===== config.mk =====
export PLATFORM = sky130hd
export DESIGN_NAME = seg_cache_loader
export DESIGN_NICKNAME = d
export VERILOG_FILES = /design/src/rtl/seg_pkg.sv /design/src/rtl/seg_sel_reg.sv /design/src/rtl/seg_fetch_ctrl.sv /design/src/rtl/seg_desc_cache.sv /design/src/rtl/seg_cache_loader.sv
export SDC_FILE = /design/constraint.sdc
export NUM_CORES = 1
export LEC_CHECK = 0
export ABC_AREA = 1
export ABC_CLOCK_PERIOD_IN_PS = 6200
export BUFFER_PORTS_ARGS = -buffer_cell sky130_fd_sc_hd__buf_4
export CORE_MARGIN = 5
export CORE_UTILIZATION = 57
export CTS_BUF_LIST = sky130_fd_sc_hd__clkbuf_4
export DETAILED_ROUTE_END_ITERATION = 16
export PLACE_DENSITY = 0.89
export SETUP_SLACK_MARGIN = 0.15
export SYNTH_ARGS = -nofsm -noshare
export SYNTH_HDL_FRONTEND = slang
export SYNTH_SLANG_ARGS = --single-unit

===== constraint.sdc =====
create_clock -name clk -period 6.2 [get_ports clk]
set_clock_uncertainty 0.2 [all_clocks]
set_input_delay 0.31 -clock clk [delete_from_list [all_inputs] [get_ports clk]]
set_output_delay 0.31 -clock clk [all_outputs]
set_load 0.02 [all_outputs]

===== src/rtl/seg_pkg.sv =====
package seg_pkg;

    localparam int SEL_W    = 16;
    localparam int RPL_W    = 2;
    localparam int IDX_W    = SEL_W - RPL_W - 1;
    localparam int AW       = 32;
    localparam int DW       = 32;
    localparam int BASE_W   = 24;
    localparam int LIM_W    = 20;
    localparam int ACC_W    = 8;
    localparam int ENTRY_SH = 3;
    localparam int HI_OFS   = DW / 8;
    localparam int USED_POS = 8;
    localparam int PAGE_SH  = 12;

    typedef struct packed {
        logic [IDX_W-1:0] index;
        logic             ti;
        logic [RPL_W-1:0] rpl;
    } sel_t;

    typedef struct packed {
        logic [BASE_W-1:0] base;
        logic [LIM_W-1:0]  limit;
        logic              gran;
        logic [ACC_W-1:0]  access;
    } desc_t;

    typedef enum logic [1:0] {
        LD_IDLE,
        LD_RD_LO,
        LD_RD_HI,
        LD_WR_BACK
    } ld_state_e;

    function automatic desc_t unpack_desc(input logic [DW-1:0] lo, input logic [DW-1:0] hi);
        desc_t d;
        d.base   = {hi[7:0], lo[31:16]};
        d.limit  = {hi[19:16], lo[15:0]};
        d.gran   = hi[23];
        d.access = hi[15:8] | ACC_W'(1);
        return d;
    endfunction

    function automatic logic [AW-1:0] entry_addr(input logic [AW-1:0] tbl,
                                                 input logic [IDX_W-1:0] idx);
        return tbl + (AW'(idx) << ENTRY_SH);
    endfunction

    function automatic logic [AW-1:0] byte_limit(input desc_t d);
        logic [AW-1:0] r;
        if (d.gran)
            r = {{(AW-LIM_W-PAGE_SH){1'b0}}, d.limit, {PAGE_SH{1'b1}}};
        else
            r = {{(AW-LIM_W){1'b0}}, d.limit};
        return r;
    endfunction

endpackage


===== src/rtl/seg_sel_reg.sv =====
module seg_sel_reg
    import seg_pkg::*;
(
    input  logic          clk,
    input  logic          rst,
    input  logic          load,
    input  logic [SEL_W-1:0] wdata,
    input  logic [AW-1:0] gdt_base,
    input  logic [AW-1:0] ldt_base,
    output sel_t          sel_q,
    output logic [AW-1:0] desc_addr
);
    sel_t          sel_in;
    logic [AW-1:0] tbl;

    always_comb begin
        sel_in = sel_t'(wdata);
        tbl    = sel_in.ti ? ldt_base : gdt_base;
    end

    always_ff @(posedge clk) begin
        if (rst) begin
            sel_q     <= '0;
            desc_addr <= '0;
        end else if (load) begin
            sel_q     <= sel_in;
            desc_addr <= entry_addr(tbl, sel_in.index);
        end
    end

    // the captured selector reproduces the written value
    a_r2_capture: assert property (@(posedge clk) disable iff (rst)
        load |=> (sel_q == $past(wdata)));

endmodule


===== src/rtl/seg_fetch_ctrl.sv =====
module seg_fetch_ctrl
    import seg_pkg::*;
(
    input  logic          clk,
    input  logic          rst,
    input  logic          start,
    input  logic [AW-1:0] desc_addr,
    input  logic          mem_ack,
    input  logic [DW-1:0] mem_rdata,
    output logic          mem_req,
    output logic          mem_we,
    output logic [AW-1:0] mem_addr,
    output logic [DW-1:0] mem_wdata,
    output logic          busy,
    output logic          commit,
    output logic [DW-1:0] lo_word,
    output logic [DW-1:0] hi_word
);
    ld_state_e     st;
    logic [DW-1:0] lo_q;
    logic [DW-1:0] hi_q;

    always_ff @(posedge clk) begin
        if (rst) begin
            st   <= LD_IDLE;
            lo_q <= '0;
            hi_q <= '0;
        end else begin
            case (st)
                LD_IDLE:    if (start) st <= LD_RD_LO;
                LD_RD_LO:   if (mem_ack) begin
                                lo_q <= mem_rdata;
                                st   <= LD_RD_HI;
                            end
                LD_RD_HI:   if (mem_ack) begin
                                hi_q <= mem_rdata;
                                st   <= mem_rdata[USED_POS] ? LD_IDLE : LD_WR_BACK;
                            end
                LD_WR_BACK: if (mem_ack) st <= LD_IDLE;
                default:    st <= LD_IDLE;
            endcase
        end
    end

    always_comb begin
        busy      = (st != LD_IDLE);
        mem_req   = busy;
        mem_we    = (st == LD_WR_BACK);
        mem_addr  = (st == LD_RD_LO) ? desc_addr : desc_addr + AW'(HI_OFS);
        mem_wdata = hi_q | (DW'(1) << USED_POS);
        commit    = mem_ack && (((st == LD_RD_HI) && mem_rdata[USED_POS]) ||
                                (st == LD_WR_BACK));
        lo_word   = lo_q;
        hi_word   = (st == LD_RD_HI) ? mem_rdata : hi_q;
    end

    // requests are word aligned
    a_r3_aligned: assert property (@(posedge clk) disable iff (rst)
        mem_req |-> (mem_addr[1:0] == 2'b00));
    // a pending request keeps its address until acknowledged
    a_r3_req_hold: assert property (@(posedge clk) disable iff (rst)
        (mem_req && !mem_ack) |=> (mem_req && $stable(mem_addr) && $stable(mem_we)));
    // the write-back always carries the used flag
    a_r5_wb_flag: assert property (@(posedge clk) disable iff (rst)
        mem_we |-> mem_wdata[USED_POS]);
    // an accepted start raises busy in the next cycle
    a_r7_start_busy: assert property (@(posedge clk) disable iff (rst)
        (start && !busy) |=> busy);

endmodule


===== src/rtl/seg_desc_cache.sv =====
module seg_desc_cache
    import seg_pkg::*;
(
    input  logic              clk,
    input  logic              rst,
    input  logic              start,
    input  logic              commit,
    input  logic [DW-1:0]     lo_word,
    input  logic [DW-1:0]     hi_word,
    input  logic [BASE_W-1:0] ref_off,
    output logic              valid,
    output desc_t             desc_q,
    output logic [AW-1:0]     eff_limit,
    output logic [BASE_W-1:0] lin_addr
);
    always_ff @(posedge clk) begin
        if (rst) begin
            valid  <= 1'b0;
            desc_q <= '0;
        end else begin
            if (commit) begin
                desc_q <= unpack_desc(lo_word, hi_word);
                valid  <= 1'b1;
            end else if (start) begin
                valid  <= 1'b0;
            end
        end
    end

    always_comb begin
        eff_limit = byte_limit(desc_q);
        lin_addr  = desc_q.base + ref_off;
    end

    // cached fields move only on a completed load
    a_r10_hold: assert property (@(posedge clk) disable iff (rst)
        !commit |=> $stable(desc_q));
    // every loaded entry shows the used flag
    a_r6_used_set: assert property (@(posedge clk) disable iff (rst)
        commit |=> (valid && desc_q.access[0]));

endmodule


===== src/rtl/seg_cache_loader.sv =====
module seg_cache_loader
    import seg_pkg::*;
(
    input  logic                clk,
    input  logic                rst,
    input  logic                sel_wr,
    input  logic [SEL_W-1:0]    sel_wdata,
    input  logic [AW-1:0]       gdt_base,
    input  logic [AW-1:0]       ldt_base,
    output logic                busy,
    output logic                cache_valid,
    output logic [SEL_W-1:0]    sel_q,
    output logic [IDX_W-1:0]    sel_index,
    output logic                sel_ti,
    output logic [RPL_W-1:0]    sel_rpl,
    output logic                mem_req,
    output logic                mem_we,
    output logic [AW-1:0]       mem_addr,
    output logic [DW-1:0]       mem_wdata,
    input  logic [DW-1:0]       mem_rdata,
    input  logic                mem_ack,
    input  logic [BASE_W-1:0]   ref_off,
    output logic [BASE_W-1:0]   cached_base,
    output logic [LIM_W-1:0]    cached_limit,
    output logic                cached_gran,
    output logic [ACC_W-1:0]    cached_access,
    output logic [AW-1:0]       eff_limit,
    output logic [BASE_W-1:0]   lin_addr
);
    logic          start;
    logic          commit;
    sel_t          sel_s;
    desc_t         desc_s;
    logic [AW-1:0] desc_addr;
    logic [DW-1:0] lo_w;
    logic [DW-1:0] hi_w;

    assign start = sel_wr && !busy;

    seg_sel_reg u_sel (
        .clk       (clk),
        .rst       (rst),
        .load      (start),
        .wdata     (sel_wdata),
        .gdt_base  (gdt_base),
        .ldt_base  (ldt_base),
        .sel_q     (sel_s),
        .desc_addr (desc_addr)
    );

    seg_fetch_ctrl u_fetch (
        .clk       (clk),
        .rst       (rst),
        .start     (start),
        .desc_addr (desc_addr),
        .mem_ack   (mem_ack),
        .mem_rdata (mem_rdata),
        .mem_req   (mem_req),
        .mem_we    (mem_we),
        .mem_addr  (mem_addr),
        .mem_wdata (mem_wdata),
        .busy      (busy),
        .commit    (commit),
        .lo_word   (lo_w),
        .hi_word   (hi_w)
    );

    seg_desc_cache u_cache (
        .clk       (clk),
        .rst       (rst),
        .start     (start),
        .commit    (commit),
        .lo_word   (lo_w),
        .hi_word   (hi_w),
        .ref_off   (ref_off),
        .valid     (cache_valid),
        .desc_q    (desc_s),
        .eff_limit (eff_limit),
        .lin_addr  (lin_addr)
    );

    always_comb begin
        sel_q         = sel_s;
        sel_index     = sel_s.index;
        sel_ti        = sel_s.ti;
        sel_rpl       = sel_s.rpl;
        cached_base   = desc_s.base;
        cached_limit  = desc_s.limit;
        cached_gran   = desc_s.gran;
        cached_access = desc_s.access;
    end

    // the hidden copy is never reported valid during a load
    a_r7_busy_invalid: assert property (@(posedge clk) disable iff (rst)
        busy |-> !cache_valid);
    // selector writes during a load leave the selector untouched
    a_r8_ignore_busy: assert property (@(posedge clk) disable iff (rst)
        (sel_wr && busy) |=> $stable(sel_q));
    // no memory traffic while idle
    a_r9_idle_quiet: assert property (@(posedge clk) disable iff (rst)
        (!busy && !sel_wr) |=> (!mem_req || $past(sel_wr)));

endmodule


== After elaboration in Yosys (flattened, before gate mapping) ==
Cells that the tools add are included.

* Muxes and demuxes: 12
* Equal/unequal tests: 7
* Reduce and logical (&&, ||, !) cells: 11
* Add/sub/neg operators: 3

{| class="wikitable"
|+ Operators with widths
! cell !! count
|-
| two-way mux 32 bit || 3
|-
| adder 32 x 16 -> 32 bit || 1
|-
| adder 32 x 3 -> 32 bit, second input constant || 1
|-
| adder 24 bit || 1
|-
| two-way mux 24 bit || 1
|-
| two-way mux 2 bit || 5
|-
| case mux 2 bit (4 select lines) || 1
|-
| inequality test 2 bit, second input constant || 3
|-
| equality test 2 bit, second input constant || 2
|-
| AND reduction 2 bit || 2
|-
| AND reduction 4 bit || 1
|-
| nonzero test 2 bit || 2
|-
| logical AND 1 bit || 3
|-
| equality test 2 x 1 -> 1 bit, second input constant || 1
|-
| logical NOT 2 bit || 1
|-
| two-way mux 1 bit || 2
|-
| inequality test 2 x 1 -> 1 bit, second input constant || 1
|-
| logical NOT 1 bit || 1
|-
| logical OR 1 bit || 1
|}

* Register bits after elaboration: 168
* Input bits: 140
* Output and inout port bits: 209
* Logic and storage cells: 45

== Depth between registers and ports, before layout ==
Gate-level depths: netlist of the first run.

* Word-level depth: 5
* Gate-level depth with buffers: 22
* Mapped depth without buffers: 18

== Modules after synthesis ==
Synthesis of the first run repeated with hierarchy kept, for this count alone.

* Cell total of the unflattened synthesis: 1847
* Area, all modules: 11310.8 um^2

{| class="wikitable"
|+ Modules (own cells, without submodules)
! module !! sequential area each (um^2) !! cells each !! times used !! area an instance (um^2)
|-
| seg_fetch_ctrl || 1321.3 || 580 || 1 || 3871.2
|-
| seg_desc_cache || 1081.0 || 634 || 1 || 3803.6
|-
| seg_sel_reg || 960.9 || 615 || 1 || 3505.9
|-
| seg_cache_loader || 0.0 || 18 || 1 || 130.1
|}

== Worst setup path after synthesis of the first run ==
OpenSTA, ideal clock, no wires.

* Path type: input to register
* Start: in sel_wdata[2]
* End: reg u_sel.desc_addr[20]
* Arrival time: 2.284 ns
* Setup time: 0.115 ns
* Required time: 5.885 ns
* Buffers on the path: 4
* Setup slack: 3.600 ns
* Cell stages on the path: 18
* Cells stage by stage: buf_6 > inv_6 > buf_12 > buf_2 > buf_1 > nand2_1 > nand2_1 > ha_1 > nand2_1 > inv_1 > a21oi_1 > nand3_1 > nand2_1 > nand2_1 > nand2_1 > nand2_1 > o21ai_0 > inv_1

* Word-level cells in the longest chain between the ends: 2

{| class="wikitable"
|+ Ends and longest elaborated chain
! item !! RTL line !! text
|-
| start: declaration || seg_cache_loader.sv:7 || <nowiki>input logic [SEL_W-1:0] sel_wdata,</nowiki>
|-
| two-way mux 32 bit || seg_sel_reg.sv:18 || <nowiki>tbl = sel_in.ti ? ldt_base : gdt_base;</nowiki>
|-
| adder 32 x 16 -> 32 bit || seg_pkg.sv:47 || <nowiki>return tbl + (AW'(idx) << ENTRY_SH);</nowiki>
|-
| end signal: assignment || seg_sel_reg.sv:27 || <nowiki>desc_addr <= entry_addr(tbl, sel_in.index);</nowiki>
|-
| end: declaration || seg_sel_reg.sv:11 || <nowiki>output logic [AW-1:0] desc_addr</nowiki>
|}

No other way between the ends.
A chain may end at the register's enable or synchronous reset.

== Worst setup path in the final report of the first run ==
* Start: reg u_cache.desc_q[31] in the netlist's numbering
* End: out lin_addr[21]

* Word-level cells in the longest chain between the ends: 1

{| class="wikitable"
|+ Ends and longest elaborated chain
! item !! RTL line !! text
|-
| start: declaration || seg_desc_cache.sv:12 || <nowiki>output desc_t desc_q,</nowiki>
|-
| start signal: assignment || seg_desc_cache.sv:22 || <nowiki>desc_q <= unpack_desc(lo_word, hi_word);</nowiki>
|-
| adder 24 bit || seg_desc_cache.sv:32 || <nowiki>lin_addr = desc_q.base + ref_off;</nowiki>
|-
| end: declaration || seg_cache_loader.sv:28 || <nowiki>output logic [BASE_W-1:0] lin_addr</nowiki>
|}

No other way between the ends.

==> results of run 1 <==
## flip-flops by register name, indices dropped and copies added (netlist names)
register,flops
u_cache.desc_q,53
u_fetch.lo_word,32
u_sel.desc_addr,32
u_fetch.hi_q,31
u_sel.sel_q,16
u_fetch.st,2
u_cache.valid,1
## synthesized netlist by cell type, types with 5 or more instances
| master | instances | area (um2) |
|---|---|---|
| nor2_2 | 5 | 31.3 |
| nand4_1 | 13 | 81.3 |
| inv_1 | 162 | 608 |
| o21ai_0 | 146 | 731 |
| or2_2 | 5 | 31.3 |
| nand2_1 | 389 | 1460 |
| xnor2_1 | 9 | 78.8 |
| a21oi_1 | 138 | 691 |
| buf_2 | 9 | 45.0 |
| buf_4 | 21 | 158 |
| xor2_1 | 47 | 412 |
| clkbuf_1 | 54 | 203 |
| ha_1 | 37 | 463 |
| nand2_4 | 7 | 78.8 |
| nand3_1 | 92 | 460 |
| nor2_1 | 224 | 841 |
| dfxtp_1 | 167 | 3340 |
| nor3_1 | 13 | 65.1 |
| nand2_2 | 21 | 131 |
## routing by layer
layer | global-route usage (%) | wire (um)
met5 | 0 | 0
met3 | 6.04 | 2930
met1 | 40.7 | 14500
met4 | 11.0 | 1170
met2 | 60.5 | 18600
## layout by cell type (no fill, tap or decap), drive strengths merged, types with 14 or more instances in the layout
| cell type | count |
|---|---|
| a21oi | 139 |
| buf | 352 |
| clkbuf | 17 |
| dfxtp | 167 |
| dlygate4sd3 | 62 |
| ha | 37 |
| inv | 175 |
| nand2 | 417 |
| nand3 | 93 |
| nand4 | 14 |
| nor2 | 234 |
| nor3 | 18 |
| o21ai | 148 |
| xor2 | 47 |
## what timing repair did
item                                    in CTS  in global routing
hold buffers                                62                  0
setup buffers                                0                  0
endpoints found under the setup margin       0                  0
hold endpoints to repair                   107                  0
## how the worst max path moves through the flow
stage	from	to	slack (ns)	depth (start not counted)
finish	u_cache.desc_q[31]$_SDFFE_PP0P_	lin_addr[21]	2.86	12
global route	u_cache.desc_q[31]$_SDFFE_PP0P_	lin_addr[21]	2.69	12
CTS	u_cache.desc_q[31]$_SDFFE_PP0P_	lin_addr[21]	2.84	12
detailed placement	mem_ack	u_cache.desc_q[14]$_SDFFE_PP0P_	2.99	6
global placement	mem_ack	u_cache.desc_q[15]$_SDFFE_PP0P_	3.08	6
floorplan	sel_wdata[2]	u_sel.desc_addr[20]$_SDFFE_PP0P_	3.60	18
## cells by family (layout without fill, tap and decap cells)
group,after synthesis,in the layout,share of synthesized area [%]
and+or+nand+nor,789,789,32.7
adders and majority gates,39,39,4.82
AOI/OAI and AO/OA,308,308,15.3
DFF,167,167,32.0
buffers and inverters,256,611,10.5
xor gates and xnor gates,56,56,4.70
other,1,3,0.0359
## worst max-delay path, cell delays in order (launching register included)
cell and delay, ns:
dfxtp_1 0.38, ha_1 0.38, nand3_1 0.11, nand2_1 0.20, nand2_1 0.08, nand2_1 0.14, inv_1 0.06, o21ai_1 0.41
nand3_1 0.19, nand2_1 0.10, nand2_1 0.05, nand2_1 0.06, buf_4 0.14
## power by group
group	internal, mW	total [mW]	switching, mW
clock network	0.252	0.662	0.410
logic	0.328	0.831	0.503
registers	1.14	1.20	0.0612
## through the flow
step           std cells  cell area, um2  setup WS (ns)  utilization (%)  hold WS (ns)
3_3_place_gp        2108           12900           3.08             71.7         0.250
3_5_place_dp        2108           12900           2.99             71.7         0.255
4_1_cts             2200           13800           2.84             76.8       0.00101
6_report            2202           13800           2.86             76.8        0.0461
2_1_floorplan       1616           10400           3.60                -         0.245
5_1_grt             2202           13800           2.69             76.8        0.0370
## area by class of cell
cell class,instances,area share [%]
Antenna cell,2,0.0361
Clock buffer,17,0.922
Clock inverter,13,1.19
Inverter,167,4.56
Multi-Input combinational cell,1193,43.5
Sequential cell,167,24.1
Tap cell,229,2.07
Timing Repair Buffer,414,23.6
==> metrics.md, run 1 <==
| Metric | Value |
|---|---|
| Storage cell area | between 3000 and 4000 um2 |
| Synth Flop Type | dfxtp_1 |
| Sequential area share after synthesis | roughly 32% |
| GRT Total Usage | between 30% and 40% |
| Final Max Slew Viols | 0 |
| Syn-to-layout area delta | 32.6% |
| Die H | around 150 um |
| Post_cts resized | 0 |
| Crit. End Element | primary output |
| WHS Path Cells | 7 |
| Crit path DAT | between 2 and 3 ns |
| Final ANT Viol Nets | 0 |
| Fill count | ~1400 |
| Vias/cell | roughly 5.4 |
| Clock Pin Slew Worst Setup and Hold Paths | ~0.15 ns |
| Vias after detailed routing | about 12000 |
| Mapped Nets | approximately 1800 |
| Crit Path Max Fanout | 5 |
| EDFF count, synth | 0 |
| H-tree levels | 4 |
| DRC viols | 0 |
| Least-Margin Pin Slew | roughly 1.2 ns |
| Nets | between 2000 and 2500 |
| DIE WIDTH | approximately 150 um |
| GRT Residual Overflow | 0 |
| Top Ports | between 300 and 400 |
| Clock buffer count from CTS | 17 |
| Power Dens Cells | just under 200 nW/um2 |
| Synthesized flop and latch total | 167 |
| Site Rows | a little under 50 |
| Worst reg2reg path endpoint | u_sel.desc_addr[2]$_SDFFE_PP0P_ |
| Footprint of the multi-input gates | about 6000 um2 |
| Drt wl/cell | around 17 um |
| Slack of the worst reg-to-reg path | 3.09 ns |
| Fraction of registers with async set/reset | 0% |
| Leakage power | 7.19 nW |
| Pwr Total | between 2 and 3 mW |
| Total core area | between 15000 and 20000 um2 |
| Mapped Area | roughly 10000 um2 |
| Max Clk Rate | 0.299 GHz |
| R2R depth | 8 |
| Max Buffers Root-to-Sink | 2 |
| Worst Hold Launch | ldt_base[16] |
| Total of warnings raised by yosys | 0 |
| Final setup fails | 0 |
| Period minus WS final | approximately 3.3 ns |
| Hold Path Class | in -> reg |
| Vias in the first global route | ~11000 |
| Max-Cap Viols | 0 |
| Worst endpoint required time | ~5.7 ns |
| TNS Setup | 0 ns |
| Crit Path Class | reg -> out |
| Peak supply drop | ~140 uV |
| Run status | complete, no violations |
| DPL Wire Length | roughly 28000 um |
| Clock Sink Count | approximately 170 |
| Share of cells above drive strength 1 | 22.4% |
| Synth Instances | approximately 1600 |
| Initial antenna violation count | 1 |
| TritonRoute pass-1 iters | 6 |
| Routability Congestion | 0.964 |
| Yosys cell types | 50 |
| PortBufs | approximately 350 |
| Final Hold Viols | 0 |
| WL final | between 30000 and 40000 um |
| Largest net degree at the start of global routing | between 60 and 70 |
| Endpoint of the worst hold path | u_sel.desc_addr[16]$_SDFFE_PP0P_ |
| Detailed router's first-iteration violation count | ~930 |
| RSZ-0062 raised after global routing | false |
| Worst R2R Start | u_fetch.st[0]$_SDFFE_PP0P_ |
| Global-route wire length before repair | approximately 59000 um |
| Clk_lat worst skew | between 0.5 and 0.6 ns |
| Fin crit share | 53.9% |
| Syn_area_per_cell | 6.46 um2 |
| CTS tree | built |
| Startpoint Class | flip-flop |
| Root buffer selected by CTS | clkbuf_4 |
| Die area | roughly 21000 um2 |
| Initial core utilization | approximately 58% |
| Worst rel slew slack | roughly 18% |
Power figures use the tool's default switching activity.
==> run 2, diff against run 1 <==
--- a/config.mk
+++ b/config.mk
@@ -6,13 +6,13 @@
 export NUM_CORES = 1
 export LEC_CHECK = 0
 export ABC_AREA = 1
-export ABC_CLOCK_PERIOD_IN_PS = 6200
+export ABC_CLOCK_PERIOD_IN_PS = 3350
 export BUFFER_PORTS_ARGS = -buffer_cell sky130_fd_sc_hd__buf_4
 export CORE_MARGIN = 5
-export CORE_UTILIZATION = 57
+export CORE_UTILIZATION = 53
 export CTS_BUF_LIST = sky130_fd_sc_hd__clkbuf_4
 export DETAILED_ROUTE_END_ITERATION = 16
-export PLACE_DENSITY = 0.89
+export PLACE_DENSITY = 0.83
 export SETUP_SLACK_MARGIN = 0.15
 export SYNTH_ARGS = -nofsm -noshare
 export SYNTH_HDL_FRONTEND = slang
==> constraint.sdc (replaced) <==
create_clock -name clk -period 3.35 [get_ports clk]
set_clock_uncertainty 0.2 [all_clocks]
set_input_delay 0.1675 -clock clk [delete_from_list [all_inputs] [get_ports clk]]
set_output_delay 0.1675 -clock clk [all_outputs]
set_load 0.02 [all_outputs]
==> run 2 against run 1 <==
Register-to-register slack got worse by 2.2 ns. Critical path type unchanged. Worst setup slack got worse by 2.5 ns. Global-route usage decreased by 0.34 points. Final cell count increased by 3.5%. Sequential share of layout area decreased by 0.72 points. Via count increased by 1.9%.
==> metrics.md, run 2 (synthesized netlist as in run 1, its figures left out) <==
| Metric | Value |
|---|---|
| Run status | complete, no violations |
| Clock power share | 23.0% (-1.6 points) |
| Detailed router's first-iteration violation count | 915 (-1.9%) |
| Crit Path Max Fanout | 5 (unchanged) |
| Initial antenna violation count | 1 (unchanged) |
| Hold Path Class | in -> reg |
| Vias/cell | 5.32 (-1.5%) |
| Global-route wire length before repair | 60300 um (+1.7%) |
| Total core area | 19400 um2 (+7.6%) |
| Power Dens Cells | 348 nW/um2 (+79%) |
| Switching share of power | 37.8% (+1.6 points) |
| Crit path DAT | 2.66 ns (-0.17 ns) |
| WHS | 0.0521 ns (+0.00600 ns) |
| Max Clk Rate | 0.331 GHz |
| Die H | 150 um (+3.5%) |
| Final ANT Viol Nets | 0 (unchanged) |
| GRT Total Usage | 33.3% (-0.34 points) |
| Pwr Total | 4.97 mW (+84%) |
| Internal Power | 3.09 mW (+80%) |
| Fill count | 1670 (+20%) |
| TNS Setup | 0 ns (unchanged) |
| Share of cells above drive strength 1 | 22.7% (+0.24 points) |
| Leakage power | 7.37 nW (+2.6%) |
| Dpl cell area | 13000 um2 (+0.81%) |
| CTS tree | built |
| Final Util | 73.6% (-3.2 points) |
| Site Rows | 51 (+4.1%) |
| Root buffer selected by CTS | clkbuf_4 |
| DIE WIDTH | 150 um (+3.5%) |
| Dpl cells | 2152 (+2.1%) |
| DRC viols | 0 (unchanged) |
| Nets | 2178 (+1.8%) |
| Clock Pin Slew Worst Setup and Hold Paths | 0.16 ns (about the same) |
| Commonest non-fill, non-tap cells in the layout | 389 x nand2_1, 359 x buf_4, 222 x nor2_1 |
| Drt wl/cell | 17.3 um (+2.2%) |
| Top Ports | 349 (unchanged) |
| WL final | 39300 um (+5.7%) |
| Psw | 1.88 mW (+93%) |
| Max FFs per register | 53 (unchanged) |
| Max Buffers Root-to-Sink | 2 (unchanged) |
| PnR worst setup slack | 0.327 ns (-2.53 ns) |
| Finished Layout Cells | 2278 (+3.5%) |
| Clk_lat worst skew | 0.54 ns (about the same) |
| Fin crit share | 90.2% |
| Final Max Slew Viols | 0 (unchanged) |
| Worst endpoint required time | 2.98 ns (-2.71 ns) |
| Clock buffer count from CTS | 17 (unchanged) |
| Reg with most FFs | u_cache.desc_q |
| Vias in the first global route | 11524 (+1.1%) |
| Worst rel slew slack | 16.4% (-1.9 points) |
| Largest net degree at the start of global routing | 60 (-10%) |
| GRT Residual Overflow | 0 (unchanged) |
| Startpoint Class | flip-flop |
| Sequential Power Share | 44.7% (+0.2 points) |
| RSZ-0062 raised after global routing | true |
| Crit. End Element | primary output |
| Setup WS pre-CTS | 0.668 ns (-2.32 ns) |
| Final Hold Viols | 0 (unchanged) |
| Syn-to-layout area delta | 36.7% |
| Peak supply drop | 273 uV (+95%) |
| Max-Cap Viols | 0 (unchanged) |
| Gate power share | 32.3% (+1.4 points) |
| Crit Path Class | reg -> out |
| Period minus WS final | 3.02 ns |
| Initial core utilization | 53.8% (-4.1 points) |
| Final setup fails | 0 (unchanged) |
| DPL Wire Length | 29300 um (+3.6%) |
| Finished Cell Area | 14300 um2 (+3.1%) |
| Routability Congestion | 0.955 (-0.88%) |
| Leading cell type in the layout, fill and taps excluded | nand2_1 |
| Die area | 22600 um2 (+7.0%) |
| Clock Sink Count | 167 (unchanged) |
| H-tree levels | 4 (unchanged) |
| PortBufs | 347 (unchanged) |
| TritonRoute pass-1 iters | 6 (unchanged) |
| Least-Margin Pin Slew | 1.25 ns (+0.0285 ns) |
| Vias after detailed routing | 12122 (+1.9%) |
## run 2: area by class of cell
| class | count | area, um2 | area share, % |
|---|---|---|---|
| inverters | 167 | 632 | 4.43 |
| well taps | 265 | 332 | 2.32 |
| diodes | 1 | 2.50 | 0.0175 |
| multi-input cells | 1193 | 6030 | 42.3 |
| clock buffers | 18 | 135 | 0.947 |
| clock inverters | 14 | 131 | 0.920 |
| flip-flops and latches | 167 | 3340 | 23.4 |
| repair buffers | 453 | 3660 | 25.7 |
## run 2: path summary, 6_finish.rpt
| check | depth (start not counted) | to | slack [ns] | startpoint |
|---|---|---|---|---|
| worst max register to register | 7 | u_sel.desc_addr[2]$_SDFFE_PP0P_ | 0.94 | u_fetch.st[0]$_SDFFE_PP0P_ |
| worst max-delay path | 12 | lin_addr[21] | 0.33 | u_cache.desc_q[31]$_SDFFE_PP0P_ |
| worst min register to register | 2 | u_fetch.hi_q[24]$_SDFFE_PP0P_ | 0.28 | u_fetch.hi_q[24]$_SDFFE_PP0P_ |
| worst min-delay path | 7 | u_sel.desc_addr[7]$_SDFFE_PP0P_ | 0.05 | gdt_base[7] |
## run 2: metal layers
layer | global-route usage (%) | up-vias | share of wire (%) | wire, um
li1 | - | 5916 | - | -
met1 | 40.2 | 5509 | 39 | 15400
met2 | 58.7 | 592 | 48 | 19000
met3 | 6.05 | 105 | 8.5 | 3320
met4 | 13.1 | 0 | 4.2 | 1650
met5 | 0 | - | 0 | 0
## run 2: repair_timing
item	CTS	global route
setup buffers	0	0
hold buffers	92	0
resized for setup	0	7
setup endpoints to repair	0	19
endpoints found under the hold margin	134	0
## run 2: critical path: stages, from the launching register on
cell and delay (ns):
dfxtp_1 0.39, ha_1 0.39, nand3_1 0.10, nand2_1 0.21, nand2_1 0.08, nand2_1 0.12
inv_1 0.06, o21ai_2 0.26, nand3_1 0.15, nand2_1 0.08, nand2_1 0.05, nand2_1 0.07
buf_4 0.15
## run 2: power groups by stage
stage                     registers (mW)  logic (mW)  clock network (mW)
final                               2.22        1.61                1.14
after global routing                2.24        1.74                1.24
after CTS                           2.21        1.58                1.15
after detailed placement            2.26        1.48                   0
after global placement              2.26        1.46                   0
after floorplan                     2.28       0.843                   0
